$ cat src/rtl/hbctl_pkg.sv
package hbctl_pkg;

   localparam int HB_MIN_WORDS  = 28;
   localparam int HB_CFG_IDX    = 1;   // general configuration word
   localparam int HB_SRST_BIT   = 2;   // soft reset trigger bit
   localparam int HB_EN_SET_IDX = 12;  // set alias
   localparam int HB_EN_CLR_IDX = 13;  // clear alias
   localparam int HB_EN_IDX     = 14;  // enable word, read-only
   localparam int HB_STAT_IDX   = 15;  // status word, read-only
   localparam logic [1:0] HB_SIZE_WORD = 2'b10;

   typedef enum logic [1:0] {
      WK_PLAIN,
      WK_ENABLE,
      WK_STATUS
   } word_kind_e;

   function automatic word_kind_e word_kind(int idx);
      if (idx == HB_EN_IDX)   return WK_ENABLE;
      if (idx == HB_STAT_IDX) return WK_STATUS;
      return WK_PLAIN;
   endfunction

   function automatic logic [31:0] word_default(int idx);
      case (idx)
         0:       return 32'h0000_0C40;
         1:       return 32'h0000_1384;
         2:       return 32'h2BFF_8010;
         3:       return 32'h255E_0091;
         4:       return 32'h0000_6140;
         7:       return 32'h0000_01FF;
         8:       return 32'h0000_01FF;
         26:      return 32'h0000_0008;
         27:      return 32'h1000_0000;
         default: return 32'h0000_0000;
      endcase
   endfunction

endpackage

$ cat src/rtl/hbctl_decode.sv
module hbctl_decode #(
   parameter int ADDR_W    = 8,
   parameter int NUM_WORDS = 28,
   localparam int IDX_W    = ADDR_W - 2
) (
   input  logic              bus_sel,
   input  logic              bus_wr,
   input  logic [1:0]        bus_size,
   input  logic [ADDR_W-1:0] bus_addr,
   output logic [NUM_WORDS-1:0] wr_hit,
   output logic              rd_take,
   output logic              rd_good,
   output logic [IDX_W-1:0]  rd_idx
);
   logic             legal;
   logic [IDX_W-1:0] idx;

   assign idx     = bus_addr[ADDR_W-1:2];
   assign legal   = bus_sel && (bus_size == hbctl_pkg::HB_SIZE_WORD) && (bus_addr[1:0] == 2'b00);
   assign rd_take = bus_sel && !bus_wr;
   assign rd_good = legal;
   assign rd_idx  = idx;

   for (genvar gi = 0; gi < NUM_WORDS; gi++) begin : g_hit
      assign wr_hit[gi] = legal && bus_wr && (idx == IDX_W'(gi));
   end
endmodule

$ cat src/rtl/hbctl_word.sv
module hbctl_word #(
   parameter int DATA_W = 32,
   parameter logic [DATA_W-1:0] RST_VAL = '0
) (
   input  logic              clk,
   input  logic              rst_n,
   input  logic              we,
   input  logic [DATA_W-1:0] wdata,
   output logic [DATA_W-1:0] q
);
   always_ff @(posedge clk or negedge rst_n) begin
      if (!rst_n)  q <= RST_VAL;
      else if (we) q <= wdata;
   end
endmodule

$ cat src/rtl/hbctl_inten.sv
module hbctl_inten #(
   parameter int DATA_W = 32
) (
   input  logic              clk,
   input  logic              rst_n,
   input  logic              set_we,
   input  logic              clr_we,
   input  logic [DATA_W-1:0] wdata,
   output logic [DATA_W-1:0] en_q
);
   always_ff @(posedge clk or negedge rst_n) begin
      if (!rst_n)      en_q <= '0;
      else if (set_we) en_q <= en_q | wdata;
      else if (clr_we) en_q <= en_q & ~wdata;
   end
endmodule

$ cat src/rtl/hbctl_srst.sv
module hbctl_srst (
   input  logic clk,
   input  logic rst_n,
   input  logic cfg_we,
   input  logic old_bit,
   input  logic new_bit,
   output logic req_q
);
   always_ff @(posedge clk or negedge rst_n) begin
      if (!rst_n) req_q <= 1'b0;
      else        req_q <= cfg_we && !old_bit && new_bit;
   end
endmodule

$ cat src/rtl/hbctl_regbank.sv
module hbctl_regbank #(
   parameter int DATA_W    = 32,
   parameter int ADDR_W    = 8,
   parameter int NUM_WORDS = 28
) (
   input  logic              clk,
   input  logic              rst_n,
   input  logic              bus_sel,
   input  logic              bus_wr,
   input  logic [1:0]        bus_size,
   input  logic [ADDR_W-1:0] bus_addr,
   input  logic [DATA_W-1:0] bus_wdata,
   output logic [DATA_W-1:0] rd_data,
   output logic              reset_req
);
   import hbctl_pkg::*;

   localparam int IDX_W = ADDR_W - 2;

   if (DATA_W < 32) begin : g_bad_data_w
      $error("hbctl_regbank: DATA_W must hold the 32-bit defaults");
   end
   if (NUM_WORDS < HB_MIN_WORDS) begin : g_bad_words
      $error("hbctl_regbank: NUM_WORDS too small for the defined map");
   end
   if ((2 ** IDX_W) < NUM_WORDS) begin : g_bad_addr_w
      $error("hbctl_regbank: ADDR_W cannot reach every word");
   end

   logic [NUM_WORDS-1:0] wr_hit;
   logic                 rd_take;
   logic                 rd_good;
   logic [IDX_W-1:0]     rd_idx;
   logic [DATA_W-1:0]    word_q [NUM_WORDS];
   logic [DATA_W-1:0]    en_q;
   logic [DATA_W-1:0]    rd_mux;
   logic [DATA_W-1:0]    rd_q;

   hbctl_decode #(
      .ADDR_W   (ADDR_W),
      .NUM_WORDS(NUM_WORDS)
   ) u_decode (
      .bus_sel (bus_sel),
      .bus_wr  (bus_wr),
      .bus_size(bus_size),
      .bus_addr(bus_addr),
      .wr_hit  (wr_hit),
      .rd_take (rd_take),
      .rd_good (rd_good),
      .rd_idx  (rd_idx)
   );

   hbctl_inten #(.DATA_W(DATA_W)) u_inten (
      .clk   (clk),
      .rst_n (rst_n),
      .set_we(wr_hit[HB_EN_SET_IDX]),
      .clr_we(wr_hit[HB_EN_CLR_IDX]),
      .wdata (bus_wdata),
      .en_q  (en_q)
   );

   for (genvar gi = 0; gi < NUM_WORDS; gi++) begin : g_word
      if (word_kind(gi) == WK_ENABLE) begin : g_en
         assign word_q[gi] = en_q;
      end else if (word_kind(gi) == WK_STATUS) begin : g_stat
         assign word_q[gi] = '0;
      end else begin : g_plain
         hbctl_word #(
            .DATA_W (DATA_W),
            .RST_VAL(DATA_W'(word_default(gi)))
         ) u_word (
            .clk  (clk),
            .rst_n(rst_n),
            .we   (wr_hit[gi]),
            .wdata(bus_wdata),
            .q    (word_q[gi])
         );
      end
   end

   hbctl_srst u_srst (
      .clk    (clk),
      .rst_n  (rst_n),
      .cfg_we (wr_hit[HB_CFG_IDX]),
      .old_bit(word_q[HB_CFG_IDX][HB_SRST_BIT]),
      .new_bit(bus_wdata[HB_SRST_BIT]),
      .req_q  (reset_req)
   );

   always_comb begin
      rd_mux = '0;
      for (int i = 0; i < NUM_WORDS; i++) begin
         if (rd_idx == IDX_W'(i)) rd_mux = word_q[i];
      end
   end

   always_ff @(posedge clk or negedge rst_n) begin
      if (!rst_n)       rd_q <= '0;
      else if (rd_take) rd_q <= rd_good ? rd_mux : '0;
   end

   assign rd_data = rd_q;
endmodule

$ cat config.mk
export PLATFORM = sky130hd
export DESIGN_NAME = hbctl_regbank
export DESIGN_NICKNAME = d
export VERILOG_FILES = /design/src/rtl/hbctl_pkg.sv /design/src/rtl/hbctl_decode.sv /design/src/rtl/hbctl_word.sv /design/src/rtl/hbctl_inten.sv /design/src/rtl/hbctl_srst.sv /design/src/rtl/hbctl_regbank.sv
export SDC_FILE = /design/constraint.sdc
export NUM_CORES = 1
export LEC_CHECK = 0
export BUFFER_PORTS_ARGS = -buffer_cell sky130_fd_sc_hd__buf_4
export CAP_MARGIN = 20
export CORE_MARGIN = 10
export CORE_UTILIZATION = 35
export DETAILED_ROUTE_END_ITERATION = 12
export GPL_TIMING_DRIVEN = 0
export PLACE_DENSITY_LB_ADDON = 0.2
export SYNTH_ARGS = -nofsm -noshare
export SYNTH_HDL_FRONTEND = slang
export SYNTH_SLANG_ARGS = --single-unit
$ cat constraint.sdc
create_clock -name clk -period 2.9 [get_ports clk]
set_input_delay 0.29 -clock clk [delete_from_list [all_inputs] [get_ports clk]]
set_output_delay 0.29 -clock clk [all_outputs]
set_load 0.03 [all_outputs]
Yosys cells after proc, flatten, opt, wreduce, memory -nomap -nowiden
Index checks and enable logic that the tools add are counted.

Flip-flop bits (word level): 897. Input port bits: 46. Output and inout port bits: 33. Word-level logic and storage cells: 128.

Equality and inequality tests: 28. Muxes and demuxes: 31. Bitwise gates (word level): 3. Reduce and logical (&&, ||, !) cells: 37.

Operators with widths (count): two-way mux 32 bit (31); equality test 6 x 5 -> 1 bit, second input constant (12); equality test 6 x 4 -> 1 bit, second input constant (8); bitwise AND 32 bit (1); logical AND 1 bit (32); NOT 32 bit (1); OR 32 bit (1); equality test 6 x 3 -> 1 bit, second input constant (4); equality test 6 x 2 -> 1 bit, second input constant (2); equality test 6 x 1 -> 1 bit, second input constant (1); zero test 6 bit (1); equality test 2 bit, second input constant (1); zero test 1 bit (2); zero test 2 bit (1); nonzero test 2 bit (1).

Depth between registers and ports, before layout
Gate-level depths: netlist of run 1.

Depth in word-level cells: 30. Mapped depth: 11. Depth with buffers taken out: 6.

Modules after synthesis
A second synthesis of run 1 with hierarchy kept.

Cell total of the unflattened synthesis: 3107. Area total of the unflattened synthesis: 44736.7 sq um.

By module, submodules not included: hbctl_word (g_word[10].g_plain.u_word ...) (times used 17, cells an instance 68, area each 1345.0 sq um, seq. area each 800.8 sq um); hbctl_regbank (times used 1, cells an instance 1180, area each 7903.8 sq um, seq. area each 800.8 sq um); hbctl_word (g_word[7].g_plain.u_word ...) (times used 2, cells an instance 68, area each 1356.3 sq um, seq. area each 812.0 sq um); hbctl_word (g_word[26].g_plain.u_word ...) (times used 2, cells an instance 68, area each 1346.3 sq um, seq. area each 802.0 sq um); hbctl_word (g_word[2].g_plain.u_word) (times used 1, cells an instance 68, area each 1362.6 sq um, seq. area each 818.3 sq um); hbctl_word (g_word[3].g_plain.u_word) (times used 1, cells an instance 68, area each 1358.8 sq um, seq. area each 814.5 sq um); hbctl_word (g_word[1].g_plain.u_word) (times used 1, cells an instance 68, area each 1351.3 sq um, seq. area each 807.0 sq um); hbctl_word (g_word[4].g_plain.u_word) (times used 1, cells an instance 68, area each 1350.0 sq um, seq. area each 805.8 sq um); hbctl_word (g_word[0].g_plain.u_word) (times used 1, cells an instance 68, area each 1348.8 sq um, seq. area each 804.5 sq um); hbctl_inten (times used 1, cells an instance 102, area each 1249.9 sq um, seq. area each 800.8 sq um); hbctl_decode (times used 1, cells an instance 55, area each 506.7 sq um, seq. area each 0.0 sq um); hbctl_srst (times used 1, cells an instance 2, area each 33.8 sq um, seq. area each 25.0 sq um).

Least setup slack after synthesis of run 1
No wires, ideal clock.

Path kind: input-to-reg. Start: in bus_addr[7]. End: reg g_word[0].g_plain.u_word.q[12]. Library setup time: 0.125 ns. Arrival: 1.989 ns. Setup slack: 0.786 ns. Stages on the path: 6. Buffers on the path: 3. Cells stage by stage: buf_6 or4_1 buf_2 nor3_2 buf_2 mux2_2.

Longest elaborated chain between the ends: 2.

RTL lines: from (decl) (RTL line hbctl_regbank.sv:11) `input logic [ADDR_W-1:0] bus_addr,`; zero test 6 bit (RTL line hbctl_decode.sv:25) `assign wr_hit[gi] = legal && bus_wr && (idx == IDX_W'(gi));`; logical AND 1 bit (RTL line hbctl_decode.sv:25); to (signal assigned) (RTL line hbctl_word.sv:13) `else if (we) q <= wdata;`; to (decl) (RTL line hbctl_word.sv:9) `output logic [DATA_W-1:0] q`.

No other way between the ends. A chain may end at the register's enable or synchronous reset.

Worst setup path after layout of run 1
Start: in bus_addr[3]. End: reg rd_q[25] (netlist: rd_data[25]).

Longest elaborated chain between the ends: 30.

RTL lines: zero test 6 bit (RTL line hbctl_regbank.sv:93) `if (rd_idx == IDX_W'(i)) rd_mux = word_q[i];`; two-way mux 32 bit (27 in a row) (RTL line hbctl_regbank.sv:93); two-way mux 32 bit * (RTL line hbctl_regbank.sv:93); two-way mux 32 bit * (RTL line hbctl_regbank.sv:99) `else if (rd_take) rd_q <= rd_good ? rd_mux : '0;`; to (signal assigned) (RTL line hbctl_regbank.sv:99); to (decl) (RTL line hbctl_regbank.sv:37) `logic [DATA_W-1:0] rd_q;`.

Mark *: on every way between the ends. The rest lies on a longest branch, timed or not.

==> flow_summary.json, run 1 <==
{
  "status": "finished, violations left",
  "failed_checks": "negative setup slack",
  "stdcell_count": 5240,
  "use_met3_pct": 8.15,
  "hold_viol": 0,
  "synth-async-reset-ratio_pct": 100,
  "die_height_um": 366,
  "grt_pass1_wl_um": 268000,
  "via_per_inst": 6.25,
  "synth-xor-area-share_pct": 0,
  "drive_gt1_share_pct": 38.4,
  "cts-buffers-inserted": 103,
  "ios": 79,
  "p_leak_nw": 23.1,
  "period_needed_ns": 3.05,
  "crit_fanout": 10,
  "die_w_um": 366,
  "grt.busiest_layer": "met2",
  "seq_power_share_pct": 44.8,
  "start_kind": "input pin",
  "synthFlopType": "dfrtp_1",
  "syn_nets": 3355,
  "via_count": 32700,
  "synthTopCellsByArea": "dfrtp_1 (50%), mux2_2 (21%), dfstp_2 (3.6%)",
  "netlist_instances": 3309,
  "holdCritPathClass": "input pin to async pin",
  "clkTransAtPathRegs_ns": 0.06,
  "crit_arrival_ns": 3.59,
  "cts.sinks": 897,
  "drt_wl_total_um": 196000,
  "syn_area_per_cell_um2": 12.7,
  "drv_cap": 0,
  "ctsLongestPathBuffers": 3,
  "root_buffer": "clkbuf_16",
  "grt_antenna_before_repair": 16,
  "finalSetupViolCount": 14,
  "use_met1_pct": 37.5,
  "p_sw_share_pct": 25.2,
  "dp_slack_ns": -1.57,
  "synth_fa_ha_area_share_pct": 0,
  "grt_start_max_net_pins": 115,
  "fin_nets": 3597,
  "syn_area_mm2": 0.0419,
  "worstMarginPinSlew_ns": 1.28,
  "synth_top_family_by_area": "multiplexers",
  "initial_core_util_pct": 35.4,
  "p_comb_share_pct": 6.9,
  "synth_top_cell_area_share_pct": 50.2,
  "max_freq_mhz": 328,
  "grt_setup_unrepaired": "yes",
  "slew_viol_final": 0,
  "fillCellCount": 11300,
  "synth_warnings": 0,
  "drc_errors": 0,
  "cp.required_ns": 3.45,
  "pwr_density_cell_mw_per_mm2": 577,
  "core_mm2": 0.118,
  "synth-seq-area-share_pct": 53.8,
  "met2_usage_pct": 41.1,
  "grt_pass1_vias": 32300,
  "row_count": 126,
  "p_switching_mw": 7.13,
  "synthDistinctLibCells": 86,
  "p_int_mw": 21.2,
  "grt.total_usage_pct": 28.2,
  "drtIter0Drc": 4552,
  "post-route-period-util_pct": 105,
  "synth-compound-area-share_pct": 11.6,
  "tritoncts": "yes",
  "synth-simple-area-share_pct": 6.01,
  "final_util_pct": 41.4,
  "synth_edf_count": 0,
  "cts.htree.levels": 3,
  "muxShareOfSynthArea_pct": 24.9,
  "ys_ff_latch": 897,
  "clk_latency_ns": 0.69,
  "gp_congestion": 0.965,
  "cp_cell_sequence": "buf_4 > buf_2 > buf_2 > buf_4 > buf_1 > buf_16 > nor2_1 > a21oi_1 > o22ai_1 > a211oi_1 > a222oi_1",
  "timing.hold.ws_ns": 0.240,
  "grt_overflow_total": 0,
  "fin_skew_ns": 0.0114,
  "fin_tns_setup_ns": -0.978,
  "clkPwrFrac_pct": 48.3,
  "critPathMaxStageDelay_ns": 0.68,
  "numPortBuffers": 77,
  "drtPass1Iterations": 6,
  "wire_per_inst_um": 37.4,
  "endpoint_kind": "flop",
  "placed_cells": 5014,
  "area_growth_pct": 17.1,
  "setup_ws_ns": -0.149,
  "yosysTopAreaCell": "dfrtp_1",
  "max_slew_margin_pct": 14.5,
  "path_class": "input pin to flop",
  "dp_hpwl_um": 137000,
  "crit_slowest_cell": "buf_2",
  "dieArea_mm2": 0.134,
  "vdd_drop_max_mv": 0.425,
  "ant_nets": 0
}
[stage by stage]
stage | instance area (µm²) | total power, mW
CTS | 49000 | 28.3
finish | 49000 | 28.3
global route | 49000 | 28.9
global placement | 44500 | 14.7
detailed placement | 45000 | 14.7
floorplan | 41900 | 13.5
[synth_stat cells (8+ instances only)]
master and count:
dfrtp_1 840, mux2_2 786, nand2_1 225, buf_2 139
nor2_1 119, clkbuf_1 116, a21oi_1 112, o21ai_0 107
a22oi_1 60, mux2i_1 59, dfstp_2 57, a22o_1 49
a221oi_1 45, o22ai_1 36, mux2_1 32, a222oi_1 31
buf_4 30, nand3_1 30, mux4_2 28, o2bb2ai_1 28
a211oi_1 27, nand2b_1 26, a221o_1 23, o211ai_1 23
o221ai_1 22, nor3_1 19, a2bb2oi_1 13, buf_1 13
a31oi_1 12, and3_1 12, o2111ai_1 11, o21ai_1 11
nor2_2 10, nor2b_1 10, a21o_1 9, buf_6 9
o21a_1 9, and2_1 8
[power groups by stage]
stage               Sequential (mW)  Combinational (mW)  Clock, mW
floorplan                      12.9               0.619          0
global placement               12.9                1.75          0
detailed placement             12.9                1.83          0
CTS                            12.7                1.89       13.7
global route                   12.7                1.98       14.2
finish                         12.7                1.96       13.7
[per-layer routing]
layer	wire length [µm]	vias up
met4	12700	10
met5	58	-
met1	79200	17300
met2	82800	2048
li1	-	12800
met3	21300	548
[path summary, 6_finish.rpt]
path                                                 start                               to  slack (ns)  depth (start not counted)
min reg2reg                g_word[13].g_plain.u_word.q[11]  g_word[13].g_plain.u_word.q[11]        0.47                          2
max                                            bus_addr[3]                      rd_data[25]       -0.15                         11
min in group clk                                    bus_wr   g_word[13].g_plain.u_word.q[0]        0.32                          5
max in group asynchronous                            rst_n    g_word[0].g_plain.u_word.q[8]        0.55                          5
min                                                  rst_n  g_word[20].g_plain.u_word.q[20]        0.24                          2
max reg2reg                 g_word[3].g_plain.u_word.q[31]                      rd_data[31]        0.66                          5
[critical path, delay by kind of cell]
kind            cells  cell delay (ns)
buf+inv             6             2.41
simple gates        1             0.06
compound gates      4             0.77
[logic make-up (layout without fill, tap and decap cells)]
| kind of cell | Yosys count | in the layout |
|---|---|---|
| compound gates | 676 | 676 |
| buf+inv | 313 | 639 |
| flops | 897 | 897 |
| mux | 905 | 905 |
| other cells | 0 | 5 |
| simple gates | 518 | 518 |
[repair_timing]
item	4_1_cts	5_1_grt
pin swaps	1	1
resized for setup	38	33
hold endpoints to repair	314	0
hold buffers	33	0
setup endpoints to repair	82	89
setup buffers	1	0
[layout by cell type (no fill, tap or decap), drive strengths merged, types with 28 or more instances in the layout]
cell type      n
o21ai        118
o2bb2ai       28
a22oi         60
clkbuf       289
dfstp         57
a22o          49
nor2         134
o22ai         36
mux4          28
nand3         31
buf          287
a222oi        31
nand2        225
a21oi        112
mux2         818
mux2i         59
dfrtp        840
dlygate4sd3   33
a221oi        45
[state kept, by name, summed over array words and instances (netlist names), named ones only]
| name | flops |
|---|---|
| g_word.g_plain.u_word.q | 832 |
| rd_data | 32 |
| u_srst.req_q | 1 |
[cell type report]
type                            instances  area, µm²  share of cell area, %
Sequential cell                       897      22500                   45.9
Inverter                                6       22.5                 0.0459
Multi-Input combinational cell       2099      17900                   36.5
Buffer                                305       1620                   3.30
Clock buffer                          166       3230                   6.58
Antenna cell                            5       12.5                 0.0255
Timing Repair Buffer                  139       1460                   2.97
Tap cell                             1600       2000                   4.08
Clock inverter                         23        282                  0.574
No activity file was read; power rests on OpenSTA's default activity.
==> inputs of run 2 (changes only) <==
==> constraint.sdc (replaced) <==
create_clock -name clk -period 2.9 [get_ports clk]
set_input_delay 0 -clock clk [delete_from_list [all_inputs] [get_ports clk]]
set_output_delay 0 -clock clk [all_outputs]
set_load 0.03 [all_outputs]
==> run 2 against run 1 <==
  * The run still ends with negative setup slack left
  * Via count increased by 0.17%
  * Cell area decreased by 0.10%
  * Flip-flop and latch count unchanged
  * Worst hold slack got worse by 0.10 ns
  * Sequential share of layout area about the same
  * Register-to-register slack improved by 0.03 ns
  * Non-clock buffer count increased by 4
  * Critical path type unchanged
  * Critical endpoint is now rd_data[16]
==> flow_summary.json, run 2 (same netlist as run 1, synthesis figures left out) <==
{
  "status": "finished, violations left",
  "failed_checks": "negative setup slack",
  "numPortBuffers": 77,
  "grt.total_usage_pct": 28.2,
  "rr_startpoint": "g_word[3].g_plain.u_word.q[31]",
  "drv_cap": 0,
  "post-route-period-util_pct": 106,
  "placed_cells": 5014,
  "grt_pass1_wl_um": 268000,
  "cts.htree.levels": 3,
  "fin_nets": 3601,
  "fillCellCount": 11300,
  "finalSetupViolCount": 41,
  "crit_start": "bus_addr[2]",
  "via_per_inst": 6.25,
  "p_leak_nw": 23.1,
  "die_w_um": 366,
  "hold_viol": 0,
  "grt_start_max_net_pins": 115,
  "crit_fanout": 10,
  "max_freq_mhz": 324,
  "gp_congestion": 0.965,
  "final_cell_mix": "dfrtp_1 (840), mux2_2 (786), nand2_1 (225)",
  "largest_register": "g_word.g_plain.u_word.q",
  "initial_core_util_pct": 35.4,
  "drive_gt1_share_pct": 37.8,
  "cts.sinks": 897,
  "pwr_density_cell_mw_per_mm2": 578,
  "drtIter0Drc": 4304,
  "vdd_drop_max_mv": 0.425,
  "cts_setup_buffers": 0,
  "ant_nets": 0,
  "dp_hpwl_um": 137000,
  "holdCritPathClass": "input pin to flop",
  "clkTransAtPathRegs_ns": 0.06,
  "ctsLongestPathBuffers": 3,
  "worstMarginPinSlew_ns": 1.28,
  "ios": 79,
  "p_total_mw": 28.3,
  "clk_latency_ns": 0.70,
  "drtPass1Iterations": 6,
  "grt_setup_unrepaired": "no",
  "crit_arrival_ns": 3.71,
  "drt_wl_total_um": 197000,
  "grt_pass1_vias": 32300,
  "multi_input_area_mm2": 0.0179,
  "seq_area_mm2": 0.0225,
  "final_common_cell": "dfrtp_1",
  "die_height_um": 366,
  "cts-buffers-inserted": 103,
  "tritoncts": "yes",
  "setup_ws_ns": -0.185,
  "reg2reg_depth": 5,
  "fin_skew_ns": 0.0174,
  "period_needed_ns": 3.09,
  "grt_antenna_before_repair": 15,
  "root_buffer": "clkbuf_16",
  "final_util_pct": 41.4,
  "grt_overflow_total": 0,
  "largest_reg_flops": 832,
  "rrSetupSlack_ns": 0.69,
  "path_class": "input pin to flop",
  "dieArea_mm2": 0.134,
  "slew_viol_final": 0,
  "via_count": 32800,
  "endpoint_kind": "flop",
  "core_mm2": 0.118,
  "start_kind": "input pin",
  "drc_errors": 0,
  "endpoint": "rd_data[16]",
  "stdcell_count": 5247,
  "area_growth_pct": 17.0,
  "cp.required_ns": 3.53,
  "wire_per_inst_um": 37.5,
  "row_count": 126,
  "hp-start": "bus_addr[6]",
  "max_slew_margin_pct": 14.7,
  "rr_endpoint": "rd_data[31]"
}
run 2: how the worst min path moves through the flow:
stage                                      endpoint  slack (ns)  cells after the start
floorplan                                 async pin       -0.30                      0
global placement    g_word[13].g_plain.u_word.q[20]        0.31                      3
detailed placement  g_word[21].g_plain.u_word.q[20]        0.12                      1
CTS                                    u_srst.req_q        0.08                      4
global route                           u_srst.req_q        0.11                      4
finish                                   rd_data[9]        0.14                      5
run 2: cell type report:
| class | count | share of cell area [%] |
|---|---|---|
| Multi-Input combinational cell | 2099 | 36.4 |
| Clock buffer | 166 | 6.59 |
| Antenna cell | 8 | 0.0409 |
| Clock inverter | 23 | 0.575 |
| Tap cell | 1600 | 4.09 |
| Timing Repair Buffer | 142 | 3.06 |
| Sequential cell | 897 | 46.0 |
| Inverter | 6 | 0.0460 |
| Buffer | 306 | 3.21 |
run 2: routing by layer:
| layer | vias up | wire length (µm) | global-route usage, % |
|---|---|---|---|
| li1 | 12800 | - | - |
| met1 | 17400 | 79700 | 37.4 |
| met2 | 2075 | 83100 | 41.0 |
| met3 | 539 | 21300 | 8.56 |
| met4 | 8 | 12300 | 15.2 |
| met5 | - | 72 | 0 |
run 2: where the power goes:
part / internal (mW) / switching [mW]
Clock: 8.10 / 5.59
Combinational: 0.450 / 1.50
Sequential: 12.6 / 0.0605
Total: 21.2 / 7.16
run 2: critical path: stages:
cell and delay, ns:
buf_4 0.15, buf_4 0.28, buf_6 0.28, inv_2 0.40, clkbuf_1 0.88, buf_1 0.94, a21oi_1 0.13, o221ai_1 0.41
a21o_1 0.18
run 2: repair_timing:
item,CTS,global route
hold buffers,37,0
pin swaps,0,0
gates resized for setup,13,14
setup endpoints to repair,14,9
endpoints found under the hold margin,422,0
run 2: through the flow:
stage                     setup slack [ns]  hold slack, ns  TNS [ns]  area, µm²
final                               -0.185           0.136     -2.48      49000
after detailed placement             -1.28           0.121   -121.21      45000
after global routing                0.0204           0.115         0      49000
after global placement               -9.37           0.312  -8385.66      44500
after floorplan                       1.08          -0.296         0      41900
after CTS                           0.0210          0.0832         0      48900
